==> src/rtl/mcg_pkg.sv <==
package mcg_pkg;
  localparam int NREG = 3;
  localparam int REG_LEN [NREG] = '{19, 22, 23};
  localparam int CLK_TAP [NREG] = '{8, 10, 10};
  // feedback tap masks, bit n set means stage n feeds the XOR
  localparam logic [31:0] FB_MASK [NREG] = '{32'h0007_2000, 32'h0030_0000, 32'h0070_0080};

  function automatic int reg_base(int idx);
    int acc;
    acc = 0;
    for (int i = 0; i < idx; i++) acc += REG_LEN[i];
    return acc;
  endfunction

  localparam int STATE_W = reg_base(NREG);

  // parity of the tapped stages
  function automatic logic fb_bit(logic [31:0] s, logic [31:0] m);
    return ^(s & m);
  endfunction

  // two-of-three vote
  function automatic logic vote3(logic x, logic y, logic z);
    return (x & y) | (x & z) | (y & z);
  endfunction
endpackage

==> src/rtl/mcg_lfsr_stage.sv <==
module mcg_lfsr_stage #(
  parameter int          LEN  = 19,
  parameter int          CTAP = 8,
  parameter logic [31:0] FBM  = 32'h0007_2000
) (
  input  logic           clk,
  input  logic           rst_n,
  input  logic           load,
  input  logic [LEN-1:0] load_val,
  input  logic           shift,
  output logic [LEN-1:0] state,
  output logic           clk_bit,
  output logic           end_nxt
);
  import mcg_pkg::*;

  logic [LEN-1:0] state_q;
  logic [LEN-1:0] adv;
  logic [LEN-1:0] nxt;
  logic           fb;

  always_comb begin
    fb  = fb_bit(32'(state_q), FBM);
    adv = {state_q[LEN-2:0], fb};
    if (load)       nxt = load_val;
    else if (shift) nxt = adv;
    else            nxt = state_q;
  end

  always_ff @(posedge clk) begin
    if (!rst_n) state_q <= '0;
    else        state_q <= nxt;
  end

  assign state   = state_q;
  assign clk_bit = state_q[CTAP];
  assign end_nxt = nxt[LEN-1];
endmodule

==> src/rtl/mcg_clock_vote.sv <==
module mcg_clock_vote #(
  parameter int N = 3
) (
  input  logic [N-1:0] clk_bits,
  output logic [N-1:0] shift_en,
  output logic         maj
);
  import mcg_pkg::*;

  assign maj = vote3(clk_bits[0], clk_bits[1], clk_bits[2]);

  for (genvar g = 0; g < N; g++) begin : g_en
    assign shift_en[g] = ~(clk_bits[g] ^ maj);
  end
endmodule

==> src/rtl/mcg_ks_out.sv <==
module mcg_ks_out #(
  parameter int N = 3
) (
  input  logic         clk,
  input  logic         rst_n,
  input  logic         step_go,
  input  logic [N-1:0] end_bits,
  output logic         ks_bit,
  output logic         ks_valid
);
  always_ff @(posedge clk) begin
    if (!rst_n) begin
      ks_bit   <= 1'b0;
      ks_valid <= 1'b0;
    end else begin
      ks_valid <= step_go;
      if (step_go) ks_bit <= ^end_bits;
    end
  end
endmodule

==> src/rtl/mcg_keygen.sv <==
module mcg_keygen
  import mcg_pkg::*;
#(
  parameter int SW = STATE_W
) (
  input  logic          clk,
  input  logic          rst_n,
  input  logic          load,
  input  logic [SW-1:0] load_state,
  input  logic          step,
  output logic          ks_bit,
  output logic          ks_valid,
  output logic [SW-1:0] scan_state
);
  logic            step_go;
  logic [NREG-1:0] clk_bits;
  logic [NREG-1:0] shift_en;
  logic [NREG-1:0] end_bits;
  logic            maj;

  assign step_go = step & ~load;

  for (genvar g = 0; g < NREG; g++) begin : g_reg
    localparam int LEN  = REG_LEN[g];
    localparam int BASE = reg_base(g);
    logic [LEN-1:0] st;

    mcg_lfsr_stage #(
      .LEN (LEN),
      .CTAP(CLK_TAP[g]),
      .FBM (FB_MASK[g])
    ) u_stage (
      .clk     (clk),
      .rst_n   (rst_n),
      .load    (load),
      .load_val(load_state[BASE +: LEN]),
      .shift   (step_go & shift_en[g]),
      .state   (st),
      .clk_bit (clk_bits[g]),
      .end_nxt (end_bits[g])
    );

    assign scan_state[BASE +: LEN] = st;
  end

  mcg_clock_vote #(.N(NREG)) u_vote (
    .clk_bits(clk_bits),
    .shift_en(shift_en),
    .maj     (maj)
  );

  mcg_ks_out #(.N(NREG)) u_out (
    .clk     (clk),
    .rst_n   (rst_n),
    .step_go (step_go),
    .end_bits(end_bits),
    .ks_bit  (ks_bit),
    .ks_valid(ks_valid)
  );
endmodule

==> config.mk <==
export PLATFORM = sky130hd
export DESIGN_NAME = mcg_keygen
export DESIGN_NICKNAME = d
export VERILOG_FILES = /design/src/rtl/mcg_pkg.sv /design/src/rtl/mcg_lfsr_stage.sv /design/src/rtl/mcg_clock_vote.sv /design/src/rtl/mcg_ks_out.sv /design/src/rtl/mcg_keygen.sv
export SDC_FILE = /design/constraint.sdc
export NUM_CORES = 1
export LEC_CHECK = 0
export ABC_AREA = 0
export CAP_MARGIN = 20
export CORE_ASPECT_RATIO = 1.25
export CORE_MARGIN = 2
export CORE_UTILIZATION = 42
export CTS_BUF_LIST = sky130_fd_sc_hd__clkbuf_2
export DETAILED_ROUTE_END_ITERATION = 8
export MAX_ROUTING_LAYER = met4
export PLACE_DENSITY = 0.83
export SLEW_MARGIN = 40
export SYNTH_ARGS = -nofsm -noshare
export SYNTH_HDL_FRONTEND = slang
export SYNTH_SLANG_ARGS = --single-unit
==> constraint.sdc <==
create_clock -name clk -period 1.97 [get_ports clk]
set_input_delay 0.2955 -clock clk [delete_from_list [all_inputs] [get_ports clk]]
set_output_delay 0.2955 -clock clk [all_outputs]
set_load 0.02 [all_outputs]
==> impl_summary.log, run 1 <==
[metrics] setup repair bufs after CTS: 0
[metrics] via count of the first global-routing pass: 2,761
[metrics] fraction of the yosys area taken by sequential cells: 46.07%
[metrics] hold crit path type: in -> reg
[metrics] number of nets in the synthesized netlist: 397
[metrics] Final Hold Violating Endpoints: 0
[metrics] final routed DRC violation total: 0
[metrics] Cell Count Post-Placement: 529
[metrics] number of setup violations in the final report: 0
[metrics] max incr delay on CP: 0.65 ns
[metrics] total clock buffers created by CTS: 9
[metrics] count of different cell masters after synthesis: 34
[metrics] Final Power: 2957 uW
[metrics] number of buffers between clock root and the deepest sink: 2
[metrics] hold bufs inserted after CTS: 0
[metrics] clock edge transition at the registers on the reported setup and hold paths: 0.16 ns
[metrics] wire length of the first global-routing pass: 12,770 um
[metrics] HPWL after detailed placement: 5572 um
[metrics] slew of the pin with the lowest slew margin: 0.4750 ns
[metrics] starting utilization of the core area: 43.41%
[metrics] H-Tree Level Count: 3
[metrics] number of input and output port buffers inserted: 133
[metrics] crit path time final: 1.839 ns
[metrics] number of standard cells after synthesis: 329
[metrics] overall routing resource usage: 21.95%
[metrics] floorplan core area: 6606 um^2
[metrics] tightest slew margin relative to the limit: 68.26%
[metrics] Yosys reg bits: 66
[metrics] # Max-Cap Violations: 0
[metrics] Die Span Y: 96.39 um
[metrics] final max-slew violation count: 0
[metrics] Resize count post-CTS: 2
[metrics] Antenna Diode Count: 0
[metrics] worst setup margin: 0.1305 ns
[metrics] initial antenna violation count: 0
[metrics] cell area after technology mapping: 2868 um^2
[metrics] TritonCTS Sinks: 66
[metrics] Crit. End Element: primary output
[metrics] RSZ-0062 raised after global routing: no
[metrics] required time worst endpoint: 1.67 ns
[metrics] Worst path top cell family by delay: buffers and inverters
[metrics] routed wire length: 8067 um
[metrics] Buf+Inv Stages, Crit Path: 1
[metrics] later-pin clock latency in the skew report: 0.47 ns
[metrics] number of enable-type register cells in the synthesized netlist: 0
[metrics] count of standard-cell rows: 33
[metrics] clock root buffer master: clkbuf_2
[metrics] DIE WIDTH: 77.91 um
[metrics] critical path data arrival time: 1.54 ns
[metrics] maximum operating frequency: 543.6 MHz
[metrics] gpl congestion: 0.7950
[metrics] kind of start point of the critical path: flip-flop
[metrics] classification of the worst setup path: reg -> out
[metrics] initial DRC count: 118
[metrics] residual overflow from global routing: 0
[metrics] I/O pin count: 134
[metrics] Setup Skew: 0.02370 ns
[metrics] worst IR drop on VDD: 0.4327 mV
[metrics] Critical Path Source: g_reg[0].u_stage.state[9]
[metrics] die area: 7509 um^2
[metrics] dominant register cell in the synthesized netlist: dfxtp_1
[metrics] static power due to leakage: 0.001569 uW
[metrics] fraction of layout cells with a size suffix above 1: 7.018%
[metrics] Mapped Avg Cell Area: 8.717 um^2
[metrics] number of detailed-route iterations in the first pass: 4
[metrics] worst-case setup slack after placement: -0.07132 ns
[metrics] ratio of final minimum period to clock period: 93.38%
[metrics] via count of the routed design: 2,893
[metrics] highest net fanout along the worst path: 5
[metrics] CTS tree: built
[metrics] worst path cell trace: clkdlybuf4s50_1
[metrics] total number of nets in the final design: 521
[metrics] number of standard cells in the final layout excluding fillers: 543
[metrics] aggregate negative setup slack: 0 ns
[metrics] internal reg-to-reg setup slack: 0.16 ns
[metrics] final antenna-violating net count: 0
[metrics] wire length per cell: 14.86 um
[metrics] PD cells: 684.1 nW/um^2
[metrics] Synth-to-Final Area Change: 50.74%
[metrics] pin count of the biggest net entering global routing: 70
[metrics] cell with the largest stage delay on the worst path: clkdlybuf4s50_1
[metrics] fraction of registers with async set or reset after synthesis: 0%
[metrics] status: finished clean
[metrics] vias per cell: 5.328
[metrics] number of synthesis warnings: 0
[metrics] start of the worst register-to-register path: g_reg[2].u_stage.state[10]
[metrics] startpoint of the most critical hold path: load
-- through the flow --
step	area [um^2]	util [%]	hold slack, ns
after floorplan	2868	-	0.4172
after global placement	4218	63.84	0.4576
after detailed placement	4218	63.84	0.4628
after CTS	4310	65.25	0.2325
after global routing	4323	65.44	0.2611
final	4323	65.44	0.2907
-- final cells by class --
cell class,count,area [um^2]
flip-flops and latches,66,1321
well taps,87,108.9
inverters,4,15.01
clock buffers,10,50.05
clock inverters,4,45.04
repair buffers,145,1441
multi-input cells,227,1341
fillers,581,2283
-- synthesized netlist by cell type, types with 4 or more instances --
| library cell | n | share of area [%] |
|---|---|---|
| buf_4 | 5 | 1.3 |
| buf_2 | 7 | 1.2 |
| nand2_1 | 61 | 8.0 |
| a21oi_1 | 61 | 11 |
| dfxtp_1 | 66 | 46 |
| nor2_1 | 4 | 0.52 |
| a22oi_1 | 60 | 16 |
| buf_6 | 4 | 1.6 |
| xnor2_1 | 5 | 1.5 |
| clkbuf_1 | 14 | 1.8 |
-- layer usage --
layer	share of wire (%)	GRT usage, %
met1	43	25.77
met2	49	35.78
met3	6.9	6.506
met4	1.0	8.480
met5	0	-
-- kinds of logic (layout without fill, tap and decap cells) --
kind of cell	count (synthesis)	in the layout	share of synthesized area (%)
mux	1	1	0.3491
simple gates	84	84	13.79
flops	66	66	46.07
buf+inv	36	163	7.504
compound gates	134	134	29.84
xor+xnor	8	8	2.443
-- final timing paths --
kind / end / cells past startpoint
min: u_out.ks_valid / 4
max reg2reg: g_reg[2].u_stage.state[18] / 6
max: scan_state[9] / 1
min reg2reg: g_reg[2].u_stage.state[19] / 2
-- sequential cells by signal (all words and copies together), names as in the netlist --
register         cells
g.u_stage.state     64
u_out.ks_bit         1
u_out.ks_valid       1
-- cells in the final DEF (no fill, tap or decap), drive strengths merged, types with 4 or more instances in the layout --
cell type,netlist,final
nand2,61,61
clkbuf,14,10
xnor2,5,5
a21oi,61,61
dfxtp,66,66
nor2,8,8
buf,18,13
clkdlybuf4s50,0,129
a22oi,60,60
inv,4,4
-- where the power goes --
group / internal (uW) / switching [uW]
sequential: 1420 / 70.4
combinational: 389 / 355
clock: 277 / 443
total: 2090 / 868
No activity file was read; power rests on OpenSTA's default activity.
==> run 2: changes to the inputs <==
Settings changed: ABC_AREA 0 to 1, CORE_UTILIZATION 42 to 43, PLACE_DENSITY 0.83 to 0.84.
==> run 2 against run 1 <==
- largest power group unchanged
- cell area up 1.7%
- die area down 1.6%
- setup slack worse by 0.012 ns
- clock power up 24%
- sequential power about the same
- count of clock-buffer cells in the layout unchanged
- first-iteration DRC count up 48%
- maximum frequency down 0.63%
- flip-flop and latch count unchanged
- routed wire length up 4.0%
- register-to-register slack better by 0.14 ns
- via count up 5.2%
- critical endpoint is now scan_state[39]
==> impl_summary.log, run 2 <==
[metrics] area of all placed cells without fillers: 4397 um^2 (+1.7%)
[metrics] cell with the largest stage delay on the worst path: clkdlybuf4s50_1
[metrics] vias per cell: 5.211 (-2.2%)
[metrics] number of detailed-route iterations in the first pass: 4 (unchanged)
[metrics] pin count of the biggest net entering global routing: 43 (-39%)
[metrics] H-Tree Level Count: 3 (unchanged)
[metrics] area share of the largest cell type after synthesis: 45.77% (-0.30 points)
[metrics] depth of the worst hold-timing path: 5 (+1)
[metrics] classification of the worst setup path: reg -> out
[metrics] TritonCTS Sinks: 66 (unchanged)
[metrics] fraction of the yosys area taken by sequential cells: 45.77% (-0.30 points)
[metrics] power spent charging and discharging nets: 913.4 uW (+5.3%)
[metrics] total clock buffers created by CTS: 9 (unchanged)
[metrics] Final Hold Violating Endpoints: 0 (unchanged)
[metrics] routed wire length: 8390 um (+4.0%)
[metrics] residual overflow from global routing: 0 (unchanged)
[metrics] worst setup margin: 0.1189 ns (-0.01159 ns)
[metrics] Comb power frac: 23.5% (-1.6 points)
[metrics] leading cell types in the layout, fill and taps excluded: clkdlybuf4s50_1 (129), nand2_1 (98), dfxtp_1 (64)
[metrics] clock network fraction of design power: 28.6% (+4.2 points)
[metrics] clock root buffer master: clkbuf_2
[metrics] via count of the routed design: 3,043 (+5.2%)
[metrics] Synth-to-Final Area Change: 52.32%
[metrics] kind of start point of the critical path: flip-flop
[metrics] required time worst endpoint: 1.67 ns (about the same)
[metrics] CTS tree: built
[metrics] Commonest cells post-synth: nand2_1 (98), dfxtp_1 (66), a22oi_1 (48)
[metrics] aggregate negative setup slack: 0 ns (unchanged)
[metrics] cell-internal power: 2221 uW (+6.3%)
[metrics] gpl congestion: 0.8167 (+2.7%)
[metrics] number of nets in the synthesized netlist: 435 (+9.6%)
[metrics] hold crit path type: in -> reg
[metrics] biggest area consumer among synthesized cells: dfxtp_1
[metrics] fraction of layout cells with a size suffix above 1: 7.847% (+0.83 points)
[metrics] number of synthesis warnings: 0 (unchanged)
[metrics] Synth Area in Compound Gates: 24.45% (-5.4 points)
[metrics] crit path time final: 1.851 ns (+0.01159 ns)
[metrics] Setup Skew: 0.02213 ns (-0.001565 ns)
[metrics] hold bufs inserted after CTS: 0 (unchanged)
[metrics] # Max-Cap Violations: 0 (unchanged)
[metrics] number of buffers between clock root and the deepest sink: 2 (unchanged)
[metrics] cell types occupying the most area after synthesis: dfxtp_1 (46%), nand2_1 (13%), a22oi_1 (12%)
[metrics] tightest slew margin relative to the limit: 58.88% (-9.4 points)
[metrics] initial antenna violation count: 0 (unchanged)
[metrics] stages on the worst setup path: 1 (unchanged)
[metrics] combinational family with the most area after synthesis: compound AO/OA/AOI/OAI gates
[metrics] number of standard cells after synthesis: 367 (+12%)
[metrics] worst path cell trace: clkdlybuf4s50_1
[metrics] PD cells: 713.0 nW/um^2 (+4.2%)
[metrics] starting utilization of the core area: 44.25% (+0.84 points)
[metrics] cell area after technology mapping: 2887 um^2 (+0.65%)
[metrics] DIE WIDTH: 77.28 um (-0.80%)
[metrics] adder-cell area share of the yosys netlist: 0% (unchanged)
[metrics] final routed DRC violation total: 0 (unchanged)
[metrics] Die Span Y: 95.61 um (-0.81%)
[metrics] count of standard-cell rows: 33 (unchanged)
[metrics] number of enable-type register cells in the synthesized netlist: 0 (unchanged)
[metrics] Worst path top cell family by delay: buffers and inverters
[metrics] HPWL after detailed placement: 6048 um (+8.5%)
[metrics] # fillers: 597 (+2.8%)
[metrics] worst IR drop on VDD: 0.4676 mV (+8.1%)
[metrics] Yosys reg bits: 66 (unchanged)
[metrics] most common cell after layout, fill and taps aside: clkdlybuf4s50_1
[metrics] RSZ-0062 raised after global routing: no
[metrics] die area: 7388 um^2 (-1.6%)
[metrics] Antenna Diode Count: 0 (unchanged)
[metrics] count of different cell masters after synthesis: 28 (-18%)
[metrics] I/O pin count: 134 (unchanged)
[metrics] fraction of registers with async set or reset after synthesis: 0% (unchanged)
[metrics] Mapped Avg Cell Area: 7.865 um^2 (-9.8%)
[metrics] Buf+Inv Stages, Crit Path: 1 (unchanged)
[metrics] wire length of the first global-routing pass: 13,370 um (+4.8%)
[metrics] number of input and output port buffers inserted: 133 (unchanged)
[metrics] slew of the pin with the lowest slew margin: 0.6162 ns (+0.1411 ns)
[metrics] worst-case setup slack after placement: 0.003944 ns (+0.07526 ns)
[metrics] floorplan core area: 6524 um^2 (-1.3%)
[metrics] Sw Ratio: 29.14% (-0.21 points)
[metrics] clock edge transition at the registers on the reported setup and hold paths: 0.16 ns (about the same)
[metrics] final max-slew violation count: 0 (unchanged)
[metrics] Final Power: 3135 uW (+6.0%)
[metrics] max FFs per register: 64 (unchanged)
[metrics] xor and xnor fraction of the mapped netlist area: 1.821% (-0.62 points)
[metrics] initial DRC count: 175 (+48%)
[metrics] post-layout util: 67.40% (+2.0 points)
[metrics] final antenna-violating net count: 0 (unchanged)
[metrics] overall routing resource usage: 23.07% (+1.1 points)
[metrics] Crit. End Element: primary output
[metrics] leading cell type by number of instances after synthesis: nand2_1
[metrics] later-pin clock latency in the skew report: 0.48 ns (about the same)
[metrics] sequential cell fraction of total power: 47.9% (-2.6 points)
[metrics] critical path data arrival time: 1.56 ns (+0.02 ns)
[metrics] max incr delay on CP: 0.64 ns (about the same)
[metrics] instance area at placement: 4259 um^2 (+0.98%)
[metrics] dominant register cell in the synthesized netlist: dfxtp_1
[metrics] simple-gate portion of the synthesized area: 19.55% (+5.8 points)
[metrics] number of cells on the worst reg-to-reg path: 7 (+1)
[metrics] highest net fanout along the worst path: 5 (unchanged)
[metrics] maximum operating frequency: 540.2 MHz (-0.63%)
[metrics] via count of the first global-routing pass: 2,943 (+6.6%)
[metrics] total number of nets in the final design: 560 (+7.5%)
[metrics] share of synthesized area spent on multiplexers: 0% (-0.35 points)
[metrics] number of setup violations in the final report: 0 (unchanged)
[metrics] static power due to leakage: 0.001690 uW (+7.7%)
[metrics] wire length per cell: 14.37 um (-3.3%)
[metrics] ratio of final minimum period to clock period: 93.96% (+0.59 points)
[metrics] status: finished clean
## run 2: cell count changes in the layout (fill, tap and decap cells not counted), moves of 5 or more
| cell | change |
|---|---|
| nor2_1 | +5 |
| a22oi_1 | -12 |
| inv_1 | +16 |
| nand2_1 | +37 |
| buf_4 | -6 |
| a31oi_1 | +8 |
| nand3_1 | +13 |
| a21oi_1 | -14 |
## run 2: power by group through the flow
| stage | Clock [uW] | Sequential (uW) | Combinational, uW |
|---|---|---|---|
| after floorplan | 0 | 1620 | 281 |
| after global placement | 0 | 1530 | 723 |
| after detailed placement | 0 | 1530 | 738 |
| after CTS | 913 | 1500 | 741 |
| after global routing | 980 | 1520 | 792 |
| final | 895 | 1500 | 737 |
## run 2: final timing paths
path	startpoint	end	slack, ns
worst max-delay path	g_reg[1].u_stage.state[20]	scan_state[39]	0.12
worst min-delay path	load	u_out.ks_bit	0.22
worst max register to register	g_reg[2].u_stage.state[10]	g_reg[2].u_stage.state[20]	0.30
worst min register to register	g_reg[0].u_stage.state[14]	g_reg[0].u_stage.state[14]	0.49
## run 2: layer usage
layer	track usage [%]	share of wire, %	vias to the layer above
li1	-	-	1519
met1	25.84	41	1412
met2	40.36	52	97
met3	3.977	4.7	15
met4	10.57	2.1	0
met5	-	0	-
## run 2: stage by stage
stage	hold slack, ns	cells
CTS	0.1862	584
finish	0.2203	584
detailed placement	0.4731	568
floorplan	0.3931	367
global placement	0.4683	568
global route	0.1949	584
## run 2: cell families after synthesis
| family | count (synthesis) |
|---|---|
| AND/OR/NAND/NOR | 134 |
| AO/OA/AOI/OAI | 111 |
| flip-flops | 66 |
| buffers and inverters | 50 |
| XOR/XNOR | 6 |
## run 2: layout make-up
type	count	area (um^2)	area share, %
Clock buffer	10	50.05	1.138
Clock inverter	6	81.33	1.850
Inverter	24	90.09	2.049
Multi-Input combinational cell	251	1323	30.08
Sequential cell	66	1324	30.11
Tap cell	87	108.9	2.476
Timing Repair Buffer	140	1420	32.30
## run 2: worst reg2reg max path, stage by stage (launching register included)
cell,delay [ns]
dfxtp_1,0.41
inv_1,0.13
nand3_1,0.07
nand3_1,0.17
nand2_1,0.07
inv_1,0.46
nand2_1,0.13
a21oi_1,0.17
## run 2: what timing repair did
| action | in CTS | in global routing |
|---|---|---|
| gates resized for setup | 2 | 3 |
| cloned | 0 | 0 |
| setup endpoints to repair | 2 | 3 |
| endpoints found under the hold margin | 0 | 0 |
| setup buffers | 0 | 0 |
==> run 3: changes to the inputs <==
Settings changed: CORE_ASPECT_RATIO 1.25 to 1.2.
==> run 3 against run 2 <==
- sequential power is essentially flat
- first-iteration DRC count down 23%
- setup slack lost 0.024 ns
- global-route usage up 0.13 points
- clock power grew 1%
- non-clock buffer count is 2 higher
- clock skew shrank 0.0069 ns
- combinational power is 0.7% lower
- register-to-register slack better by 0.03 ns
- hold slack gained 0.0094 ns
- critical path type unchanged
- critical endpoint is now scan_state[61]
==> impl_summary.log, run 3 (synthesis results as in run 2) <==
[metrics] status: finished clean
[metrics] clock network fraction of design power: 28.8% (+0.2 points)
[metrics] max FFs per register: 64 (unchanged)
[metrics] total number of nets in the final design: 562 (+0.36%)
[metrics] cell-internal power: 2220 uW (about the same)
[metrics] aggregate negative setup slack: 0 ns (unchanged)
[metrics] required time worst endpoint: 1.67 ns (about the same)
[metrics] wire length per cell: 14.02 um (-2.4%)
[metrics] internal reg-to-reg setup slack: 0.33 ns (+0.03 ns)
[metrics] DIE WIDTH: 78.80 um (+2.0%)
[metrics] met3 Usage GRT: 5.577% (+1.6 points)
[metrics] via count of the routed design: 3,063 (+0.66%)
[metrics] wire length of the first global-routing pass: 13,340 um (-0.26%)
[metrics] pin count of the biggest net entering global routing: 35 (-19%)
[metrics] maximum operating frequency: 533.3 MHz (-1.3%)
[metrics] # fillers: 570 (-4.5%)
[metrics] Cell Count Post-Placement: 568 (unchanged)
[metrics] TritonCTS Sinks: 66 (unchanged)
[metrics] slew of the pin with the lowest slew margin: 0.6276 ns (+0.01141 ns)
[metrics] tightest slew margin relative to the limit: 58.11% (-0.76 points)
[metrics] Die Span Y: 93.75 um (-1.9%)
[metrics] CTS tree: built
[metrics] sequential cell fraction of total power: 47.9% (about the same)
[metrics] HPWL after detailed placement: 5874 um (-2.9%)
[metrics] worst IR drop on VDD: 0.6018 mV (+29%)
[metrics] Buf+Inv Stages, Crit Path: 1 (unchanged)
[metrics] met1 track utilization from global routing: 28.06% (+2.2 points)
[metrics] clock root buffer master: clkbuf_2
[metrics] hold bufs inserted after CTS: 0 (unchanged)
[metrics] power spent charging and discharging nets: 920.8 uW (+0.81%)
[metrics] end of the worst register-to-register path: g_reg[2].u_stage.state[18]
[metrics] vias per cell: 5.245 (+0.66%)
[metrics] routed wire length: 8188 um (-2.4%)
[metrics] initial antenna violation count: 0 (unchanged)
[metrics] total clock buffers created by CTS: 9 (unchanged)
[metrics] setup repair bufs after CTS: 0 (unchanged)
[metrics] depth of the worst hold-timing path: 5 (unchanged)
[metrics] endpoint of the worst hold path: u_out.ks_bit
[metrics] number of input and output port buffers inserted: 133 (unchanged)
[metrics] number of standard cells in the final layout excluding fillers: 584 (unchanged)
[metrics] critical path data arrival time: 1.58 ns (+0.02 ns)
[metrics] Resize count post-CTS: 3 (+1)
[metrics] final max-slew violation count: 0 (unchanged)
[metrics] number of detailed-route iterations in the first pass: 4 (unchanged)
[metrics] H-Tree Level Count: 3 (unchanged)
[metrics] number of setup violations in the final report: 0 (unchanged)
[metrics] RSZ-0062 raised after global routing: no
[metrics] max incr delay on CP: 0.65 ns (about the same)
[metrics] residual overflow from global routing: 0 (unchanged)
[metrics] Sw Ratio: 29.32% (+0.18 points)
[metrics] met2 track demand over resource in global routing: 37.18% (-3.2 points)
[metrics] gpl congestion: 0.8587 (+5.1%)
[metrics] static power due to leakage: 0.001670 uW (-1.2%)
[metrics] PD cells: 715.0 nW/um^2 (+0.28%)
[metrics] hold crit path type: in -> reg
[metrics] starting utilization of the core area: 44.78% (+0.53 points)
[metrics] count of standard-cell rows: 32 (-3.0%)
[metrics] Final Hold Violating Endpoints: 0 (unchanged)
[metrics] ratio of final minimum period to clock period: 95.18% (+1.2 points)
[metrics] Comb power frac: 23.3% (-0.2 points)
[metrics] clock edge transition at the registers on the reported setup and hold paths: 0.19 ns (+0.03 ns)
[metrics] I/O pin count: 134 (unchanged)
[metrics] number of cells on the worst reg-to-reg path: 7 (unchanged)
[metrics] most common cell after layout, fill and taps aside: clkdlybuf4s50_1
[metrics] floorplan core area: 6446 um^2 (-1.2%)
[metrics] crit path time final: 1.875 ns (+0.02403 ns)
[metrics] worst path cell trace: clkdlybuf4s50_1
[metrics] # Max-Cap Violations: 0 (unchanged)
[metrics] Antenna Diode Count: 0 (unchanged)
[metrics] Worst path top cell family by delay: buffers and inverters
[metrics] die area: 7387 um^2 (about the same)
[metrics] leading cell types in the layout, fill and taps excluded: clkdlybuf4s50_1 (131), nand2_1 (98), dfxtp_1 (62)
[metrics] later-pin clock latency in the skew report: 0.48 ns (about the same)
[metrics] kind of start point of the critical path: flip-flop
[metrics] initial DRC count: 135 (-23%)
[metrics] classification of the worst setup path: reg -> out
[metrics] start of the worst register-to-register path: g_reg[2].u_stage.state[10]
[metrics] final antenna-violating net count: 0 (unchanged)
[metrics] fraction of layout cells with a size suffix above 1: 8.818% (+0.97 points)
[metrics] number of buffers between clock root and the deepest sink: 2 (unchanged)
[metrics] layer with the highest usage: met2
[metrics] Crit. End Element: primary output
[metrics] startpoint of the most critical hold path: load
[metrics] overall routing resource usage: 23.20% (+0.13 points)
[metrics] final routed DRC violation total: 0 (unchanged)
[metrics] via count of the first global-routing pass: 2,943 (unchanged)
[metrics] cell with the largest stage delay on the worst path: clkdlybuf4s50_1
[metrics] Synth-to-Final Area Change: 52.19% (about the same)
[metrics] highest net fanout along the worst path: 4 (-1)
[metrics] Setup Skew: 0.01521 ns (-0.006926 ns)
-- run 3: routing by layer --
layer | vias to the layer above | wire [um]
met1 | 1417 | 3476
met5 | - | 0
met2 | 111 | 3979
met3 | 16 | 587
met4 | 0 | 145
li1 | 1519 | -
-- run 3: power groups by stage --
stage	clock network, uW	logic (uW)	registers [uW]
after floorplan	0	281	1620
after global placement	0	722	1530
after detailed placement	0	734	1530
after CTS	933	737	1500
after global routing	994	793	1520
final	904	732	1500
-- run 3: cell type report --
type	instances	area, um^2	area share, %
timing repair buffer	142	1409	32.07
sequential	66	1326	30.19
multi-input combinational	251	1323	30.11
tap	85	106.4	2.421
clock inverter	7	93.84	2.136
inverter	24	90.09	2.051
clock buffer	9	45.04	1.025
-- run 3: worst max path at each step --
| stage | startpoint | endpoint | slack [ns] | cells past startpoint |
|---|---|---|---|---|
| final | g_reg[2].u_stage.state[20] | scan_state[61] | 0.09 | 1 |
| after global routing | g_reg[2].u_stage.state[20] | scan_state[61] | 0.02 | 1 |
| after CTS | g_reg[0].u_stage.state[17] | scan_state[17] | 0.04 | 1 |
| after detailed placement | step | u_out.ks_bit | 0.00005 | 12 |
| after global placement | step | g_reg[2].u_stage.state[0] | 0.08 | 8 |
| after floorplan | g_reg[2].u_stage.state[10] | g_reg[1].u_stage.state[1] | 0.62 | 8 |
-- run 3: metrics by stage --
| stage | area [um^2] | hold WS, ns | setup WS [ns] | util [%] | power [uW] |
|---|---|---|---|---|---|
| floorplan | 2887 | 0.3931 | 0.6243 | - | 1897 |
| global placement | 4247 | 0.4651 | 0.07866 | 65.88 | 2250 |
| detailed placement | 4247 | 0.4720 | 0.00004863 | 65.88 | 2264 |
| CTS | 4389 | 0.1831 | 0.03985 | 68.09 | 3175 |
| global route | 4393 | 0.2288 | 0.01865 | 68.15 | 3306 |
| finish | 4393 | 0.2297 | 0.09488 | 68.15 | 3141 |
-- run 3: worst min-delay path, cell delays in order --
cell     delay, ns
buf_2         0.13
nor2_4        0.08
nand3_1       0.08
nand2_1       0.05
inv_1         0.06
